File: src/rtl/vt_compress_pkg.sv
package vt_compress_pkg;
  localparam int unsigned BYTE_W   = 8;
  localparam int unsigned SPE_COLS = 87;
  localparam int unsigned SPE_ROWS = 9;
  localparam int unsigned EXT_ZERO = 4;

  typedef struct packed {
    logic vt2;
    logic ext;
    logic term;
  } frame_cfg_t;
endpackage

File: src/rtl/vt_spe_tracker.sv
module vt_spe_tracker #(
  parameter int unsigned COLS    = 87,
  parameter int unsigned ROWS    = 9,
  parameter int unsigned STUFF_A = 29,
  parameter int unsigned STUFF_B = 58,
  parameter int unsigned NVT     = 28,
  parameter int unsigned NVT2    = 21,
  localparam int unsigned CW = $clog2(COLS),
  localparam int unsigned RW = $clog2(ROWS),
  localparam int unsigned IW = $clog2(NVT)
) (
  input  logic          clk_i,
  input  logic          rst_ni,
  input  logic          valid_i,
  input  logic          sof_i,
  input  logic          vt2_i,
  output logic [RW-1:0] row_o,
  output logic [IW-1:0] idx_o,
  output logic          active_o,
  output logic          is_poh_o,
  output logic          is_stuff_o
);
  logic [CW-1:0] col_q, col_c;
  logic [RW-1:0] row_q;
  logic [IW-1:0] idx_q, idx_max;
  logic          act_q;

  assign col_c      = sof_i ? '0 : col_q;
  assign row_o      = sof_i ? '0 : row_q;
  assign idx_o      = sof_i ? '0 : idx_q;
  assign active_o   = sof_i | act_q;
  assign is_poh_o   = (col_c == '0);
  assign is_stuff_o = (col_c == CW'(STUFF_A)) || (col_c == CW'(STUFF_B));
  assign idx_max    = vt2_i ? IW'(NVT2 - 1) : IW'(NVT - 1);

  always_ff @(posedge clk_i or negedge rst_ni) begin
    if (!rst_ni) begin
      col_q <= '0;
      row_q <= '0;
      idx_q <= '0;
      act_q <= 1'b0;
    end else if (valid_i && active_o) begin
      act_q <= 1'b1;
      if (col_c == CW'(COLS - 1)) begin
        col_q <= '0;
        row_q <= (row_o == RW'(ROWS - 1)) ? '0 : row_o + 1'b1;
        idx_q <= '0;
      end else begin
        col_q <= col_c + 1'b1;
        row_q <= row_o;
        if (!is_poh_o && !is_stuff_o)
          idx_q <= (idx_o >= idx_max) ? '0 : idx_o + 1'b1;
        else
          idx_q <= idx_o;
      end
    end
  end
endmodule

File: src/rtl/vt_parity_acc.sv
module vt_parity_acc #(
  parameter int unsigned W = 8
) (
  input  logic         clk_i,
  input  logic         rst_ni,
  input  logic         clr_i,
  input  logic         keep_en_i,
  input  logic         drop_en_i,
  input  logic [W-1:0] byte_i,
  output logic [W-1:0] keep_par_o,
  output logic [W-1:0] drop_par_o
);
  logic [W-1:0] acc_keep_q, acc_drop_q;

  always_ff @(posedge clk_i or negedge rst_ni) begin
    if (!rst_ni) begin
      acc_keep_q <= '0;
      acc_drop_q <= '0;
      keep_par_o <= '0;
      drop_par_o <= '0;
    end else if (clr_i) begin
      keep_par_o <= acc_keep_q;
      drop_par_o <= acc_drop_q;
      acc_keep_q <= '0;
      acc_drop_q <= '0;
    end else begin
      if (keep_en_i) acc_keep_q <= acc_keep_q ^ byte_i;
      if (drop_en_i) acc_drop_q <= acc_drop_q ^ byte_i;
    end
  end
endmodule

File: src/rtl/vt_compress.sv
module vt_compress
  import vt_compress_pkg::*;
#(
  parameter int unsigned NVT     = 28,
  parameter int unsigned NVT2    = 21,
  parameter int unsigned STUFF_A = 29,
  parameter int unsigned STUFF_B = 58,
  parameter int unsigned B3_ROW  = 1,
  localparam int unsigned HDR_W = NVT + EXT_ZERO,
  localparam int unsigned RW    = $clog2(SPE_ROWS),
  localparam int unsigned IW    = $clog2(NVT)
) (
  input  logic              clk_i,
  input  logic              rst_ni,
  input  logic              in_valid_i,
  input  logic              in_sof_i,
  input  logic [BYTE_W-1:0] in_byte_i,
  input  logic              vt2_i,
  input  logic              ext_en_i,
  input  logic              path_term_i,
  input  logic [NVT-1:0]    drop_mask_i,
  output logic              out_valid_o,
  output logic              out_sof_o,
  output logic [BYTE_W-1:0] out_byte_o,
  output logic              hdr_e_o,
  output logic [HDR_W-1:0]  hdr_ext_o
);
  localparam logic [NVT-1:0] VT2_KEEP = {{(NVT-NVT2){1'b0}}, {NVT2{1'b1}}};

  frame_cfg_t       cfg_q;
  logic             vt2_q;
  logic [NVT-1:0]   mask_q, mask_in, mask_rev;
  logic             sof, beat, vt2_cur;
  logic [RW-1:0]    row;
  logic [IW-1:0]    idx;
  logic             active, is_poh, is_stuff, is_vt, drop, keep, is_b3;
  logic [BYTE_W-1:0] keep_par, drop_par, b3_new;

  assign sof     = in_valid_i & in_sof_i;
  assign vt2_cur = sof ? vt2_i : cfg_q.vt2;
  assign vt2_q   = cfg_q.vt2;

  vt_spe_tracker #(
    .COLS(SPE_COLS), .ROWS(SPE_ROWS), .STUFF_A(STUFF_A), .STUFF_B(STUFF_B),
    .NVT(NVT), .NVT2(NVT2)
  ) u_trk (
    .clk_i, .rst_ni,
    .valid_i   (in_valid_i),
    .sof_i     (sof),
    .vt2_i     (vt2_cur),
    .row_o     (row),
    .idx_o     (idx),
    .active_o  (active),
    .is_poh_o  (is_poh),
    .is_stuff_o(is_stuff)
  );

  assign beat  = in_valid_i & active;
  assign is_vt = ~is_poh & ~is_stuff;
  assign drop  = is_vt & mask_q[idx];
  assign keep  = is_poh | (is_vt & ~drop);
  assign is_b3 = is_poh & (row == RW'(B3_ROW));

  vt_parity_acc #(.W(BYTE_W)) u_par (
    .clk_i, .rst_ni,
    .clr_i     (sof),
    .keep_en_i (beat & is_vt & ~drop),
    .drop_en_i (beat & drop),
    .byte_i    (in_byte_i),
    .keep_par_o(keep_par),
    .drop_par_o(drop_par)
  );

  assign b3_new  = cfg_q.term ? keep_par : (in_byte_i | drop_par);
  assign mask_in = vt2_i ? (drop_mask_i & VT2_KEEP) : drop_mask_i;

  // header word carries mask bit 0 right after the zero nibble
  for (genvar i = 0; i < NVT; i++) begin : g_rev
    assign mask_rev[NVT-1-i] = mask_in[i];
  end

  always_ff @(posedge clk_i or negedge rst_ni) begin
    if (!rst_ni) begin
      cfg_q     <= '0;
      mask_q    <= '0;
      hdr_e_o   <= 1'b0;
      hdr_ext_o <= '0;
    end else if (sof) begin
      cfg_q     <= '{vt2: vt2_i, ext: ext_en_i, term: path_term_i};
      mask_q    <= mask_in;
      hdr_e_o   <= ext_en_i;
      hdr_ext_o <= ext_en_i ? {{EXT_ZERO{1'b0}}, mask_rev} : '0;
    end
  end

  always_ff @(posedge clk_i or negedge rst_ni) begin
    if (!rst_ni) begin
      out_valid_o <= 1'b0;
      out_sof_o   <= 1'b0;
      out_byte_o  <= '0;
    end else begin
      out_valid_o <= beat & keep;
      out_sof_o   <= sof;
      if (beat && keep) out_byte_o <= is_b3 ? b3_new : in_byte_i;
    end
  end
endmodule

File: config.mk
export PLATFORM = sky130hd
export DESIGN_NAME = vt_compress
export DESIGN_NICKNAME = d
export VERILOG_FILES = /design/src/rtl/vt_compress_pkg.sv /design/src/rtl/vt_spe_tracker.sv /design/src/rtl/vt_parity_acc.sv /design/src/rtl/vt_compress.sv
export SDC_FILE = /design/constraint.sdc
export NUM_CORES = 1
export LEC_CHECK = 0
export BUFFER_PORTS_ARGS = -buffer_cell sky130_fd_sc_hd__buf_2
export CAP_MARGIN = 15
export CORE_ASPECT_RATIO = 0.6
export CORE_MARGIN = 5
export CORE_UTILIZATION = 57
export CTS_CLUSTER_SIZE = 12
export DETAILED_ROUTE_END_ITERATION = 10
export PLACE_DENSITY = 0.8
export SYNTH_ARGS = -nofsm -noshare
export SYNTH_HDL_FRONTEND = slang
export SYNTH_HIERARCHICAL = 1
export SYNTH_SLANG_ARGS = --single-unit
File: constraint.sdc
create_clock -name clk_i -period 3 [get_ports clk_i]
set_input_delay 0.3 -clock clk_i [delete_from_list [all_inputs] [get_ports clk_i]]
set_output_delay 0.3 -clock clk_i [all_outputs]
set_load 0.02 [all_outputs]
==> impl_metrics.yaml, run 1 <==
power:
  power_mw: 5.79
  p_per_area_mw_per_mm2: 821
  p_leak_nw: 3.36
  ir_drop_mv: 0.504
cts:
  cts_sinks: 118
  cts_setup_buffers: 0
  cts_max_level: 4
  cts.clk_slew.worst_paths_ps: 50
  cts_buffer_depth: 2
  cts-buffers-inserted: 17
  clk_latency_ps: 420
  cts_tree: "yes"
  cts_root_buffer: "clkbuf_16"
worst_setup_path:
  cp_slowest_cell: "dfrtp_1"
  cp-end-kind: "flop"
  rr_worst_depth: 12
  path_depth: 12
  path_class: "reg -> reg"
  crit_top_cell: "buf_12"
  max_stage_delay_ps: 420
  critPathTopFamily: "buffers and inverters"
  startpoint_type: "flop"
  cp_data_required_time_ps: 3260
  crit_chain: "nand2b_1 > inv_1 > buf_12 > mux2i_1 > nand3b_1 > a311oi_1 > a311oi_2 > buf_4 > nor3_1 > buf_12 > a21bo_2 > a21oi_1"
  cp_max_fo: 16
  critPathBufInv: 4
  arrival_ps: 3060
floorplanning:
  start_util: 0.586
  floorplan.rows: 28
  dieArea_mm2: 0.0124
  die_h_um: 88.2
  num_io_pins: 86
  core_area_mm2: 0.00991
  die_width_um: 140
worst_hold_path:
  hold_depth: 2
  holdCritPathClass: "in -> reg"
global_route:
  grt_overflow_total: 0
  grt_pass1_wl_um: 23100
  antenna_found_initial: 0
  grt_pass1_vias: 4525
  track_usage: 0.238
  grt_max_degree: 86
timing:
  hold_viol_final: 0
  min_period_over_period: 0.933
  setup_viol_count_final: 0
  slew_headroom: 0.477
  fmax_mhz: 357
  setup-tns-final_ps: 0
  fin_skew_ps: 7.35
  slew_violations: 0
  worst_slew_pin_slew_ps: 784
  period_needed_ps: 2800
  hold_slack_ps: 133
final_layout:
  antenna_cells: 0
  final_nets: 669
  syn_to_final_growth_pct: 21.5
  fillers: 697
  regArea_mm2: 0.00295
  final_util: 0.711
  final_cell_area_mm2: 0.00705
  multi_input_area_mm2: 0.00261
  layout_commonest_cell: "dfrtp_1"
  final_cell_mix: "118 x dfrtp_1, 80 x buf_2, 61 x nand2_1"
  layout-drive-gt1-share: 0.339
detailed_routing:
  drc: 0
  dr_total_vias: 4429
  ant_nets: 0
  drt-initial-drc-count: 234
  first_pass_iters: 5
  wirelength_um: 13900
  viasPerCell: 5.80
  wl_per_cell_um: 18.2
synth:
  synth_warnings: 6
  yosysUniqueCellTypes: 60
  async_flop_share: 1.00
  ys_seq_area_frac: 0.509
  synthFlopType: "dfrtp_1"
  avgSynthCellArea_um2: 11.2
  synth_cells: 519
  ys_seq_elements: 118
  synth-edff-count: 0
  syn-cell-area_mm2: 0.00581
flow_run:
  drv_cap: 0
placement:
  hpwl_um: 9370
  gp_congestion: 0.856
  numPortBuffers: 81
  dpl-instance-area_mm2: 0.00642
run_status:
  outcome: "completed"
## cells by family (layout without fill, tap and decap cells)
logic type | Yosys count | count (layout) | synth area share
compound gates | 142 | 142 | 0.175
xor+xnor | 4 | 4 | 0.00604
fa+ha+maj | 9 | 9 | 0.0194
buf+inv | 47 | 153 | 0.0466
flops | 118 | 118 | 0.509
mux | 52 | 52 | 0.106
other cells | 1 | 4 | 0.000646
simple gates | 146 | 146 | 0.138
## sequential cells by signal, summed over array words and instances, names as in the netlist
| register | flops |
|---|---|
| u_par/drop_par_o | 8 |
| out_byte_o | 8 |
| u_trk/idx_q | 5 |
| out_sof_o | 1 |
| u_par/keep_par_o | 8 |
| hdr_ext_o | 28 |
| mask_q | 28 |
| vt2_q | 1 |
| u_trk/row_q | 4 |
| out_valid_o | 1 |
| hdr_e_o | 1 |
| cfg_q | 1 |
| u_trk/col_q | 7 |
| u_par/acc_drop_q | 8 |
| u_trk/act_q | 1 |
| u_par/acc_keep_q | 8 |
## worst reg2reg max path: stages (launching register included)
cell	delay (ps)
dfrtp_1	420
nand2b_1	100
inv_1	250
buf_12	160
mux2i_1	200
nand3b_1	130
a311oi_1	350
a311oi_2	110
buf_4	220
nor3_1	320
buf_12	200
a21bo_2	130
a21oi_1	60
## cell usage after synthesis (9+ instances only)
| master | number | area, µm² |
|---|---|---|
| a22o_1 | 14 | 123 |
| ha_1 | 9 | 113 |
| buf_6 | 10 | 113 |
| nand2b_1 | 16 | 100 |
| dfrtp_1 | 118 | 2950 |
| nand3b_1 | 23 | 173 |
| o21ai_0 | 39 | 195 |
| inv_1 | 14 | 52.6 |
| mux2i_1 | 9 | 90.1 |
| a21bo_2 | 13 | 130 |
| o211ai_1 | 9 | 67.6 |
| nand2_1 | 62 | 233 |
| a21oi_1 | 20 | 100 |
| mux2_2 | 40 | 450 |
| nor2_1 | 9 | 33.8 |
| clkbuf_1 | 13 | 48.8 |
## power breakdown
part	total [mW]	switching, mW	internal [mW]
Sequential	2.18	0.238	1.95
Clock	2.14	0.703	1.44
Combinational	1.46	0.772	0.693
Total	5.79	1.71	4.08
## metrics by stage
step	worst slack, ps	instances
2_1_floorplan	-0.680	522
3_3_place_gp	101	732
3_5_place_dp	-98.3	732
4_1_cts	89.2	763
5_1_grt	-3.97	763
6_report	202	763
## area by class of cell
class / instances / share of cell area
clock buffers: 21 / 0.0667
clock inverters: 9 / 0.0213
inverters: 14 / 0.00781
multi-input cells: 357 / 0.370
flip-flops and latches: 118 / 0.419
well taps: 135 / 0.0239
repair buffers: 109 / 0.0915
## path summary, 6_finish.rpt
| kind | from | end | slack (ps) |
|---|---|---|---|
| max | u_trk/idx_q[2] | u_par/acc_keep_q[2] | 200 |
| min reg2reg | u_trk/act_q | u_trk/act_q | 460 |
| max reg2reg | u_trk/idx_q[2] | u_par/acc_keep_q[2] | 200 |
| max in group asynchronous | rst_ni | out_byte_o[3] | 1720 |
| min | path_term_i | cfg_q[0] | 130 |
| min in group asynchronous | rst_ni | hdr_ext_o[8] | 490 |
## routing by layer
| metal | track usage | wire length, µm |
|---|---|---|
| met5 | 0 | 0 |
| met2 | 0.364 | 6350 |
| met1 | 0.332 | 6480 |
| met4 | 0.109 | 279 |
| met3 | 0.0491 | 773 |
## what timing repair did
item                                   CTS  global route
resized for setup                        0             1
hold buffers                             1             0
endpoints found under the hold margin   56             0
setup endpoints to repair                0             8
(Power assumes the default switching activity.)
==> run 2, diff against run 1 <==
BUFFER_PORTS_ARGS = -buffer_cell sky130_fd_sc_hd__buf_4   (was -buffer_cell sky130_fd_sc_hd__buf_2)
CTS_CLUSTER_DIAMETER = 150   (was default)
==> run 2 against run 1 <==
  * Via count decreased by 1.1%
  * Combinational power hardly changed
  * Power decreased by 3.4%
  * Sequential power is essentially flat
  * Wire length down 1.3%
  * Cell count decreased by 1.3%
  * Die area is the same
  * Hold slack worse by 10 ps
  * Highest routed layer unchanged
==> impl_metrics.yaml, run 2 (synthesis gave the netlist of run 1 again) <==
run_status:
  outcome: "completed"
power:
  ir_drop_mv: 0.471
  p_leak_nw: 3.31
  power_mw: 5.59
  p_per_area_mw_per_mm2: 790
timing:
  hold_slack_ps: 122
  setup-tns-final_ps: 0
  setup_viol_count_final: 0
  rsz0062_at_grt: "false"
  worst_slew_pin_slew_ps: 790
  slew_headroom: 0.473
  period_needed_ps: 2700
  hold_viol_final: 0
  min_period_over_period: 0.901
  fin_skew_ps: 9.05
  slew_violations: 0
  fmax_mhz: 370
worst_setup_path:
  arrival_ps: 3040
  path_class: "reg -> reg"
  cp_slowest_cell: "dfrtp_1"
  critPathTopFamily: "compound AO/OA/AOI/OAI gates"
  cp_data_required_time_ps: 3330
  cp-end-kind: "flop"
  max_stage_delay_ps: 410
  cp_max_fo: 16
  critPathBufInv: 2
  startpoint_type: "flop"
  rrSetupSlack_ps: 300
  crit_chain: "nand2b_1 > inv_1 > mux4_2 > mux2i_1 > o211a_1 > a311oi_2 > nor3b_2 > buf_4 > nand3b_1 > a21oi_2"
global_route:
  grt_pass1_vias: 4491
  grt_pass1_wl_um: 22500
  grt_max_degree: 85
  grt_overflow_total: 0
  antenna_found_initial: 0
  track_usage: 0.232
floorplanning:
  num_io_pins: 86
  core_area_mm2: 0.00991
  floorplan.rows: 28
  dieArea_mm2: 0.0124
  die_width_um: 140
  start_util: 0.586
  die_h_um: 88.2
detailed_routing:
  first_pass_iters: 6
  wl_per_cell_um: 18.2
  dr_total_vias: 4380
  drt-initial-drc-count: 313
  viasPerCell: 5.82
  wirelength_um: 13700
  drc: 0
  ant_nets: 0
cts:
  cts_root_buffer: "clkbuf_16"
  cts_tree: "yes"
  cts-buffers-inserted: 17
  cts_max_level: 4
  cts.clk_slew.worst_paths_ps: 50
  cts_buffer_depth: 2
  cts_sinks: 118
  clk_latency_ps: 410
  cts_setup_buffers: 0
flow_run:
  drv_cap: 0
final_layout:
  final_cells: 753
  layout-drive-gt1-share: 0.322
  final_nets: 657
  final_util: 0.715
  antenna_cells: 0
  layout_commonest_cell: "dfrtp_1"
  final_cell_mix: "118 x dfrtp_1, 95 x buf_4, 61 x nand2_1"
  syn_to_final_growth_pct: 22.0
  fillers: 701
  largestRegisters: "hdr_ext_o (28), mask_q (28)"
placement:
  numPortBuffers: 81
  gp_congestion: 0.875
  placedCellCount: 720
  hpwl_um: 9200
worst_hold_path:
  holdCritPathClass: "in -> reg"
[run 2: power by group]
group          total [mW]  switching, mW  internal (mW)  leakage, nW
registers            2.19          0.242           1.95         1.52
clock network        1.93          0.689           1.24        0.267
logic                1.48          0.765          0.716         1.53
[run 2: layout make-up]
| class | instances | area, µm² | share of cell area |
|---|---|---|---|
| Multi-Input combinational cell | 357 | 2600 | 0.368 |
| Inverter | 14 | 55.1 | 0.00777 |
| Sequential cell | 118 | 2950 | 0.417 |
| Clock buffer | 23 | 458 | 0.0646 |
| Timing Repair Buffer | 97 | 743 | 0.105 |
| Tap cell | 135 | 169 | 0.0238 |
| Clock inverter | 9 | 103 | 0.0145 |
[run 2: metal layers]
metal,vias up,part of all wire,global-route usage
met5,-,0,0
met4,0,0.013,0.0633
met3,20,0.066,0.0775
met2,133,0.46,0.366
met1,2193,0.46,0.314
li1,2034,-,-
[run 2: worst register-to-register path, stage by stage, from the launching register on]
cell and delay [ps]:
dfrtp_1 410, nand2b_1 160, inv_1 410, mux4_2 280, mux2i_1 60, o211a_1 220, a311oi_2 310, nor3b_2 220
buf_4 240, nand3b_1 160, a21oi_2 150
[run 2: path summary, 6_finish.rpt]
| check | from | end | cells after the start |
|---|---|---|---|
| min in group asynchronous | rst_ni | hdr_ext_o[3] | 2 |
| setup / recovery | u_trk/idx_q[2] | u_par/acc_drop_q[6] | 10 |
| max in group asynchronous | rst_ni | mask_q[2] | 3 |
| hold / removal | drop_mask_i[23] | hdr_ext_o[4] | 2 |
| hold reg to reg | u_trk/act_q | u_trk/act_q | 1 |
| setup reg to reg | u_trk/idx_q[2] | u_par/acc_drop_q[6] | 10 |
[run 2: metrics by stage]
| stage | cell area [µm²] | setup slack [ps] |
|---|---|---|
| floorplan | 5840 | -0.680 |
| global placement | 6510 | 264 |
| detailed placement | 6510 | 158 |
| CTS | 7080 | 332 |
| global route | 7080 | 110 |
| finish | 7080 | 297 |
[run 2: repair_timing]
| item | in CTS | in global routing |
|---|---|---|
| gates resized for setup | 0 | 0 |
| hold buffers | 1 | 0 |
| hold endpoints to repair | 51 | 0 |
| setup endpoints to repair | 0 | 0 |
